File: config.mk
export PLATFORM = sky130hd
export DESIGN_NAME = sp_serial_port
export DESIGN_NICKNAME = d
export VERILOG_FILES = /design/src/rtl/sp_port_pkg.sv /design/src/rtl/sp_sync.sv /design/src/rtl/sp_serial_core.sv /design/src/rtl/sp_wr_hold.sv /design/src/rtl/sp_serial_port.sv
export SDC_FILE = /design/constraint.sdc
export NUM_CORES = 1
export LEC_CHECK = 0
export BUFFER_PORTS_ARGS = -buffer_cell sky130_fd_sc_hd__buf_4
export CORE_UTILIZATION = 39
export CTS_BUF_LIST = sky130_fd_sc_hd__clkbuf_8
export CTS_CLUSTER_SIZE = 8
export DETAILED_ROUTE_END_ITERATION = 16
export GPL_TIMING_DRIVEN = 0
export PLACE_DENSITY = 0.65
export SYNTH_ARGS = -nofsm -noshare
export SYNTH_HDL_FRONTEND = slang
export SYNTH_SLANG_ARGS = --single-unit
File: constraint.sdc
create_clock -name clk -period 1.8 [get_ports clk]
set_input_delay 0.09 -clock clk [delete_from_list [all_inputs] [get_ports clk]]
set_output_delay 0.09 -clock clk [all_outputs]
set_load 0.005 [all_outputs]
File: src/rtl/sp_port_pkg.sv
package sp_port_pkg;
  localparam int ADDR_W    = 4;
  localparam int MAX_BYTES = 6;
  localparam int DATA_W    = 8 * MAX_BYTES;
  localparam int NUM_REGS  = 12;
  localparam int CNT_W     = $clog2(DATA_W);

  typedef enum logic {PH_INSTR = 1'b0, PH_DATA = 1'b1} phase_e;

  // data-phase byte count per register address; unmapped addresses take one dummy byte
  function automatic logic [2:0] reg_bytes(input logic [ADDR_W-1:0] a);
    case (a)
      4'd2, 4'd3, 4'd4:         return 3'd6;
      4'd5, 4'd7:               return 3'd4;
      4'd6:                     return 3'd3;
      4'd0, 4'd1, 4'd8, 4'd9,
      4'd10, 4'd11:             return 3'd2;
      default:                  return 3'd1;
    endcase
  endfunction
endpackage

File: src/rtl/sp_sync.sv
module sp_sync #(
  parameter int WIDTH = 1,
  parameter int STAGES = 2,
  parameter logic [WIDTH-1:0] RST_VAL = '0
) (
  input  logic             clk,
  input  logic             rst_n,
  input  logic [WIDTH-1:0] d,
  output logic [WIDTH-1:0] q
);
  logic [WIDTH-1:0] stage_q [STAGES];

  always_ff @(posedge clk or negedge rst_n) begin
    if (!rst_n) begin
      for (int i = 0; i < STAGES; i++) stage_q[i] <= RST_VAL;
    end else begin
      stage_q[0] <= d;
      for (int i = 1; i < STAGES; i++) stage_q[i] <= stage_q[i-1];
    end
  end

  assign q = stage_q[STAGES-1];
endmodule

File: src/rtl/sp_serial_core.sv
module sp_serial_core
  import sp_port_pkg::*;
(
  input  logic              clk,
  input  logic              rst_n,
  input  logic              sclk_s,
  input  logic              sdi_s,
  input  logic              abort,
  input  logic              lsb_first,
  input  logic [DATA_W-1:0] rd_data,
  output logic [ADDR_W-1:0] rd_addr,
  output logic              tx_bit,
  output logic              tx_en,
  output logic              commit,
  output logic [ADDR_W-1:0] commit_addr,
  output logic [DATA_W-1:0] commit_data
);
  logic              sclk_q;
  phase_e            phase;
  logic [CNT_W-1:0]  bit_cnt;
  logic [CNT_W-1:0]  last_bit;
  logic [7:0]        instr;
  logic [ADDR_W-1:0] addr_q;
  logic              rd_q;
  logic              load_q;
  logic [DATA_W-1:0] rx_sh;
  logic [DATA_W-1:0] tx_sh;

  logic              rise, fall;
  logic [7:0]        instr_nxt;
  logic [ADDR_W-1:0] addr_nxt;
  logic [CNT_W-1:0]  last_nxt;
  logic [DATA_W-1:0] rx_nxt;
  logic [CNT_W-1:0]  pad_bits;
  logic [DATA_W-1:0] load_val;
  logic              mapped;

  assign rise      = sclk_s & ~sclk_q;
  assign fall      = ~sclk_s & sclk_q;
  assign instr_nxt = lsb_first ? {sdi_s, instr[7:1]} : {instr[6:0], sdi_s};
  assign addr_nxt  = instr_nxt[ADDR_W-1:0];
  assign last_nxt  = CNT_W'({reg_bytes(addr_nxt), 3'b000} - 6'd1);
  assign rx_nxt    = lsb_first ? {sdi_s, rx_sh[DATA_W-1:1]} : {rx_sh[DATA_W-2:0], sdi_s};
  assign pad_bits  = CNT_W'(DATA_W - 1) - last_bit;
  assign mapped    = addr_q < ADDR_W'(NUM_REGS);
  assign load_val  = mapped ? rd_data : '0;
  assign rd_addr   = addr_q;

  always_ff @(posedge clk or negedge rst_n) begin
    if (!rst_n) begin
      sclk_q      <= 1'b0;
      phase       <= PH_INSTR;
      bit_cnt     <= '0;
      last_bit    <= '0;
      instr       <= '0;
      addr_q      <= '0;
      rd_q        <= 1'b0;
      load_q      <= 1'b0;
      rx_sh       <= '0;
      tx_sh       <= '0;
      tx_bit      <= 1'b0;
      tx_en       <= 1'b0;
      commit      <= 1'b0;
      commit_addr <= '0;
      commit_data <= '0;
    end else begin
      sclk_q <= sclk_s;
      commit <= 1'b0;
      load_q <= 1'b0;
      if (abort) begin
        phase   <= PH_INSTR;
        bit_cnt <= '0;
        tx_en   <= 1'b0;
      end else begin
        if (rise) begin
          if (phase == PH_INSTR) begin
            instr <= instr_nxt;
            if (bit_cnt == CNT_W'(7)) begin
              phase    <= PH_DATA;
              bit_cnt  <= '0;
              addr_q   <= addr_nxt;
              rd_q     <= instr_nxt[7];
              load_q   <= instr_nxt[7];
              last_bit <= last_nxt;
              rx_sh    <= '0;
            end else begin
              bit_cnt <= bit_cnt + CNT_W'(1);
            end
          end else begin
            rx_sh <= rx_nxt;
            if (bit_cnt == last_bit) begin
              phase       <= PH_INSTR;
              bit_cnt     <= '0;
              tx_en       <= 1'b0;
              commit      <= ~rd_q & mapped;
              commit_addr <= addr_q;
              commit_data <= lsb_first ? (rx_nxt >> pad_bits) : rx_nxt;
            end else begin
              bit_cnt <= bit_cnt + CNT_W'(1);
            end
          end
        end
        // read data is staged one clock after the instruction, launched on falling edges
        if (load_q) begin
          tx_en <= 1'b1;
          tx_sh <= lsb_first ? load_val : (load_val << pad_bits);
        end else if (fall && tx_en) begin
          tx_bit <= lsb_first ? tx_sh[0] : tx_sh[DATA_W-1];
          tx_sh  <= lsb_first ? (tx_sh >> 1) : (tx_sh << 1);
        end
      end
    end
  end
endmodule

File: src/rtl/sp_wr_hold.sv
module sp_wr_hold
  import sp_port_pkg::*;
(
  input  logic              clk,
  input  logic              rst_n,
  input  logic              commit,
  input  logic [ADDR_W-1:0] commit_addr,
  input  logic [DATA_W-1:0] commit_data,
  input  logic              wr_ready,
  output logic              wr_valid,
  output logic [ADDR_W-1:0] wr_addr,
  output logic [DATA_W-1:0] wr_data
);
  always_ff @(posedge clk or negedge rst_n) begin
    if (!rst_n) begin
      wr_valid <= 1'b0;
      wr_addr  <= '0;
      wr_data  <= '0;
    end else if (commit) begin
      wr_valid <= 1'b1;
      wr_addr  <= commit_addr;
      wr_data  <= commit_data;
    end else if (wr_valid && wr_ready) begin
      wr_valid <= 1'b0;
    end
  end
endmodule

File: src/rtl/sp_serial_port.sv
module sp_serial_port
  import sp_port_pkg::*;
#(
  parameter int SYNC_STAGES = 2
) (
  input  logic              clk,
  input  logic              rst_n,
  input  logic              sclk,
  input  logic              cs_n,
  input  logic              io_reset,
  input  logic              sdio_in,
  output logic              sdio_out,
  output logic              sdio_oe,
  output logic              sdo,
  output logic              sdo_oe,
  input  logic              lsb_first,
  input  logic              three_wire,
  output logic              wr_valid,
  input  logic              wr_ready,
  output logic [ADDR_W-1:0] wr_addr,
  output logic [DATA_W-1:0] wr_data,
  output logic [ADDR_W-1:0] rd_addr,
  input  logic [DATA_W-1:0] rd_data
);
  logic [3:0]        pins_s;
  logic              sclk_s, sdi_s, cs_n_s, io_reset_s, abort_s;
  logic              tx_bit, tx_en;
  logic              core_commit;
  logic [ADDR_W-1:0] core_addr;
  logic [DATA_W-1:0] core_data;

  sp_sync #(.WIDTH(4), .STAGES(SYNC_STAGES), .RST_VAL(4'b0010)) u_sync (
    .clk  (clk),
    .rst_n(rst_n),
    .d    ({sclk, sdio_in, cs_n, io_reset}),
    .q    (pins_s)
  );

  assign {sclk_s, sdi_s, cs_n_s, io_reset_s} = pins_s;
  assign abort_s = cs_n_s | io_reset_s;

  sp_serial_core u_core (
    .clk        (clk),
    .rst_n      (rst_n),
    .sclk_s     (sclk_s),
    .sdi_s      (sdi_s),
    .abort      (abort_s),
    .lsb_first  (lsb_first),
    .rd_data    (rd_data),
    .rd_addr    (rd_addr),
    .tx_bit     (tx_bit),
    .tx_en      (tx_en),
    .commit     (core_commit),
    .commit_addr(core_addr),
    .commit_data(core_data)
  );

  sp_wr_hold u_wr (
    .clk        (clk),
    .rst_n      (rst_n),
    .commit     (core_commit),
    .commit_addr(core_addr),
    .commit_data(core_data),
    .wr_ready   (wr_ready),
    .wr_valid   (wr_valid),
    .wr_addr    (wr_addr),
    .wr_data    (wr_data)
  );

  assign sdio_out = tx_bit;
  assign sdo      = tx_bit;
  assign sdio_oe  = tx_en & three_wire;
  assign sdo_oe   = tx_en & ~three_wire;
endmodule

# After elaboration in Yosys (flattened, before gate mapping)
# Memory sizes are Yosys's and may differ from the RTL's.
# Cells that the tools add are included.
[word_totals]
in_bits = 57
output_inout_bits = 61
reg_bits = 240
rom_bits = 48
mem_count = 1
[op_classes]
bitwise_logic = 13
n_eq_ne = 2
muxes = 36
n_shift = 2
addsub = 3
n_reduce_logical = 16
order_cmp = 1
[memory_table]
columns = ["name", "words", "word_bits", "rd", "rd_ports_with_merged_regs", "wr", "line", "rtl"]
rows = [
  ["(name not given)", 16, 3, 1, 0, 0, "sp_port_pkg.sv:12", "case (a)"],
]
[op_table]
columns = ["op", "n"]
rows = [
  ["48-bit 2-to-1 mux", 9],
  ["48-bit by 6-bit left shift with 48-bit output", 1],
  ["48-bit by 6-bit >> shifter with 48-bit output", 1],
  ["6-bit 2-to-1 mux", 5],
  ["1-bit 2-to-1 mux", 21],
  ["3-bit AND reduction", 4],
  ["3-bit nonzero test", 3],
  ["8-bit 2-to-1 mux", 1],
  ["4-bit AND reduction", 2],
  ["2-bit nonzero test", 4],
  ["1-bit inverter", 7],
  ["6-bit by 1-bit adder with 6-bit output, second input constant", 1],
  ["6-bit by 3-bit == test with 1-bit output, second input constant", 1],
  ["6-bit == test", 1],
  ["6-bit by 1-bit subtractor with 6-bit output, second input constant", 1],
  ["6-bit subtractor, first input constant", 1],
  ["1-bit AND", 5],
  ["4-bit < comparator, second input constant", 1],
  ["1-bit logical AND", 2],
  ["2-bit AND reduction", 1],
  ["1-bit OR", 1],
]

# Depth between registers and ports, before layout
[depth]
depth_word = 6
depth_mapped = 9

# By module
# A second synthesis with hierarchy kept.
[unflattened]
hier_cells = 1504
hier_area_um2 = 14495.2
[modules_own_cells]
columns = ["module", "cells_each", "n_inst", "area_per_inst_um2"]
rows = [
  ["sp_serial_core", 1375, 1, 12014.0],
  ["sp_wr_hold", 113, 1, 2218.4],
  ["sp_sync", 12, 1, 232.7],
  ["sp_serial_port", 4, 1, 30.0],
]

# Worst setup path after synthesis
# Ideal clock, no wire load.
[synth_path]
path_kind = "reg2reg"
from = "register u_core.last_bit[3]"
to = "register u_core.commit_data[7]"
path_stages_with_launch = 9
path_slack_ns = -0.125
period_less_slack_ns = 1.925
t_arrival_ns = 1.794
cell_sequence = "dfrtp_1 buf_2 xnor2_1 nand4_2 or3_1 buf_6 buf_6 a211oi_2 a21oi_1"
[synth_between]
elab_chain_len = 3
elab_cells_between_ends = 5
cone_classes = "add/sub: 1; eq/ne: 1; shift: 1; mux: 1; reduce/logical: 1"
[synth_lines]
columns = ["element", "line", "rtl"]
rows = [
  ["start, declared", "sp_serial_core.sv:21", "logic [CNT_W-1:0] last_bit;"],
  ["start signal, assigned", "sp_serial_core.sv:84", "last_bit <= last_nxt;"],
  ["6-bit subtractor", "sp_serial_core.sv:44", "assign pad_bits = CNT_W'(DATA_W - 1) - last_bit;"],
  ["48-bit by 6-bit >> shifter with 48-bit output", "sp_serial_core.sv:97", "commit_data <= lsb_first ? (rx_nxt >> pad_bits) : rx_nxt;"],
  ["48-bit 2-to-1 mux", "sp_serial_core.sv:97", ""],
  ["end signal, assigned", "sp_serial_core.sv:97", ""],
  ["end, declared", "sp_serial_core.sv:16", "output logic [DATA_W-1:0] commit_data"],
]
# Several ways; a longest one is shown, not always the timed one.
# A chain may end at the register's enable or synchronous reset.

# Final worst setup path
[layout_path]
from = "register u_core.last_bit[2]"
to = "register u_core.tx_sh[39]"
[layout_between]
elab_chain_len = 4
[layout_lines]
columns = ["element", "line", "rtl"]
rows = [
  ["6-bit subtractor", "sp_serial_core.sv:44", ""],
  ["48-bit by 6-bit left shift with 48-bit output", "sp_serial_core.sv:106", "tx_sh <= lsb_first ? load_val : (load_val << pad_bits);"],
  ["48-bit 2-to-1 mux", "sp_serial_core.sv:106", ""],
  ["48-bit 2-to-1 mux", "sp_serial_core.sv:104", "if (load_q) begin"],
  ["end signal, assigned", "sp_serial_core.sv:106", ""],
  ["end signal, assigned", "sp_serial_core.sv:109", "tx_sh <= lsb_first ? (tx_sh >> 1) : (tx_sh << 1);"],
  ["end, declared", "sp_serial_core.sv:27", "logic [DATA_W-1:0] tx_sh;"],
]
# No other way between the ends.

==> reports/qor.yml <==
run_status:
  run_status: "finished, violations left"
  failed_checks: "setup timing"
synthesis:
  syn-num-nets: 1587
  netlist_instances: 1528
  ys_types: 71
  synth_edf_count: 0
  synthTopCellsByArea: "dfrtp_1, mux2i_1, mux2_2"
  yosysTopAreaCellShare: 0.399
  synth_seq_area_share: 0.403
  synthesis.area_sq_um: 14800
  synth.most_common_cell: "dfrtp_1"
  syn_avg_cell_area_sq_um: 9.68
  yosysTopAreaCell: "dfrtp_1"
  async_flop_share: 1.00
  synth_flop_cell: "dfrtp_1"
  synth_commonest_cells: "dfrtp_1, nand2_1, mux2i_1"
  synth_warnings: 0
  ys_seq_elements: 238
final_layout:
  drive_gt1_frac: 0.469
  area_delta_synth_final_pct: 51.9
  nets: 1914
  instances_no_fill: 2395
  seqCellArea_sq_um: 5960
  multi_input_area_sq_um: 10600
  n_antenna_cell: 0
  fill_cells: 2999
clock_network:
  numCtsBuffers: 44
  clkTransAtPathRegs_ns: 0.06
  clock-sinks: 238
  root_buffer: "clkbuf_8"
  htree_levels: 2
  cts_buffer_depth: 3
  worst_skew_pair.late_latency_ns: 0.62
  cts_tree: "built"
power:
  finalPower_uw: 12500
  max-vdd-ir-drop_mv: 0.397
  pwr-share-seq: 0.441
  power_leakage_uw: 0.00924
  switchingPower_uw: 3410
  intPower_uw: 9090
  swShare: 0.273
  p_per_area_nw_per_um2: 556
  p_clk_frac: 0.444
  comb_power_share: 0.115
timing:
  period_share: 1.29
  worst_slew_pin_slew_ns: 1.29
  hold_violations: 0
  setup_tns_ns: -30.07
  clock.fmax_mhz: 430
  setup-violations-final: 117
  holdWs_ns: 0.0399
  slew_viol_final: 0
  period_minus_slack_ns: 2.33
  finalClockSkew_ns: 0.0339
  fin_ws_ns: -0.526
  relSlewSlack: 0.142
  rsz0062_at_grt: "true"
critical_path:
  cp_cell_sequence: "buf_6, buf_12, buf_4, buf_6, buf_6, mux2_2, nand2_1, o21ai_2, a221o_1, a221o_1"
  required_ns: 2.30
  slowest_stage: "a221o_1"
  arrival_ns: 2.83
  end_kind: "flop"
  critPathMostFrequentCell: "buf_6"
  crit_type: "reg2reg"
  slowest_delay_ns: 0.42
  startpoint_type: "flop"
  cp_max_fo: 5
global_route:
  gr-total-overflow: 0
  grt_pass1_vias: 14600
  antenna_found_initial: 5
  grt_usage: 0.341
  grt_pass1_wl_mm: 96.8
  grt_max_degree: 122
floorplanning:
  die_x_microns: 197
  rows: 70
  dieArea_sq_um: 38700
  ios: 118
  die_height_microns: 197
  initial_utilization: 0.400
  core-area_sq_um: 37000
drt:
  vias: 15400
  vias_per_cell: 6.45
  drc: 0
  drtAntennaViolNets: 0
  first_pass_iters: 7
  wl_per_cell_microns: 28.8
  drt_iter0_drc: 1781
  wirelength_mm: 69.0
placement:
  gp_congestion: 1.00
  pre_cts_ws_ns: -1.05
  io_buffers: 117
  dp.cells: 2151
  dp_hpwl_mm: 47.1
worst_hold_path:
  min_path_type: "in2reg"
job:
  drv_cap: 0
## kinds of logic (layout without fill, tap and decap cells)
family                     after synthesis  in the layout  synth area share
DFF                                    238            238             0.403
AOI/OAI and AO/OA                      439            439             0.191
adders and majority gates                2              2           0.00169
muxes                                  277            277             0.221
buffers and inverters                  153            516            0.0521
xor gates and xnor gates                 4              4           0.00237
and+or+nand+nor                        415            415             0.129
## per-stage QoR
step / util / area [sq um]
2_1_floorplan: - / 15000
4_1_cts: 0.549 / 20300
5_1_grt: 0.608 / 22500
3_3_place_gp: 0.446 / 16500
3_5_place_dp: 0.447 / 16500
6_report: 0.608 / 22500
## worst max-delay path, delay by kind of cell (launching register included)
family	cells	cell delay [ns]
AND/OR/NAND/NOR	1	0.10
AO/OA/AOI/OAI	3	0.80
buffers and inverters	5	0.65
flip-flops	1	0.37
multiplexers	1	0.30
## power by group through the flow
stage | Clock (uW) | Combinational (uW) | Sequential, uW
finish | 5550 | 1440 | 5510
global route | 5880 | 1490 | 5520
CTS | 5660 | 1230 | 5500
detailed placement | 0 | 1000 | 5590
global placement | 0 | 975 | 5590
floorplan | 0 | 475 | 5570
## worst paths after layout
check,cells after the start,slack (ns),to,from
setup / recovery,10,-0.53,u_core.tx_sh[39],u_core.last_bit[2]
hold / removal,4,0.04,u_core.tx_sh[32],rd_data[0]
setup reg to reg,10,-0.53,u_core.tx_sh[39],u_core.last_bit[2]
hold reg to reg,0,0.34,u_sync.q[0],u_sync.stage_q[4]
max in group asynchronous,3,1.08,u_core.bit_cnt[0],rst_n
min in group asynchronous,3,0.11,u_wr.wr_data[9],rst_n
## layout make-up
| cell class | count | area share |
|---|---|---|
| multi-input cells | 1137 | 0.470 |
| flip-flops and latches | 238 | 0.265 |
| repair buffers | 291 | 0.134 |
| plain buffers | 137 | 0.0578 |
| clock buffers | 56 | 0.0343 |
| well taps | 504 | 0.0281 |
| clock inverters | 26 | 0.00774 |
| inverters | 5 | 0.00201 |
| repair inverters | 1 | 0.000724 |
## cells in the final DEF (no fill, tap or decap), types with 39 or more instances in the layout
master,count
a21oi_1,63
nor2_1,72
dlygate4sd3_1,50
mux2_2,71
dfrtp_1,232
nand2_1,127
buf_4,166
buf_6,51
o21ai_0,59
o21ai_1,50
mux2i_1,122
nor3_1,39
clkbuf_8,58
## registers in the layout (all words and copies together), names as in the netlist
signal,cells
u_core.tx_bit,1
u_core.load_q,1
u_wr.wr_data,48
u_wr.wr_valid,1
u_core.phase,1
u_core.sclk_q,1
u_core.tx_en,1
u_core.bit_cnt,6
u_sync.q,4
u_core.commit,1
u_core.last_bit,4
u_core.rd_q,1
u_core.rx_sh,48
u_core.tx_sh,48
u_core.rd_addr,4
u_sync.stage_q,4
u_wr.wr_addr,4
u_core.commit_addr,4
u_core.commit_data,48
u_core.instr,8
## per-layer routing
metal  vias up  track usage  share of wire
li1       6388            -              -
met1      7739        0.477           0.40
met2      1049        0.490           0.43
met3       262       0.0977           0.12
met4         6        0.144          0.047
met5         -            0        0.00057
## timing repair
action	4_1_cts	5_1_grt
cloned	7	11
setup endpoints to repair	221	172
gates resized for setup	421	402
hold endpoints to repair	285	0
pin swaps	53	117
hold buffers	50	0
setup buffers	54	57
Power figures use the tool's default switching activity.
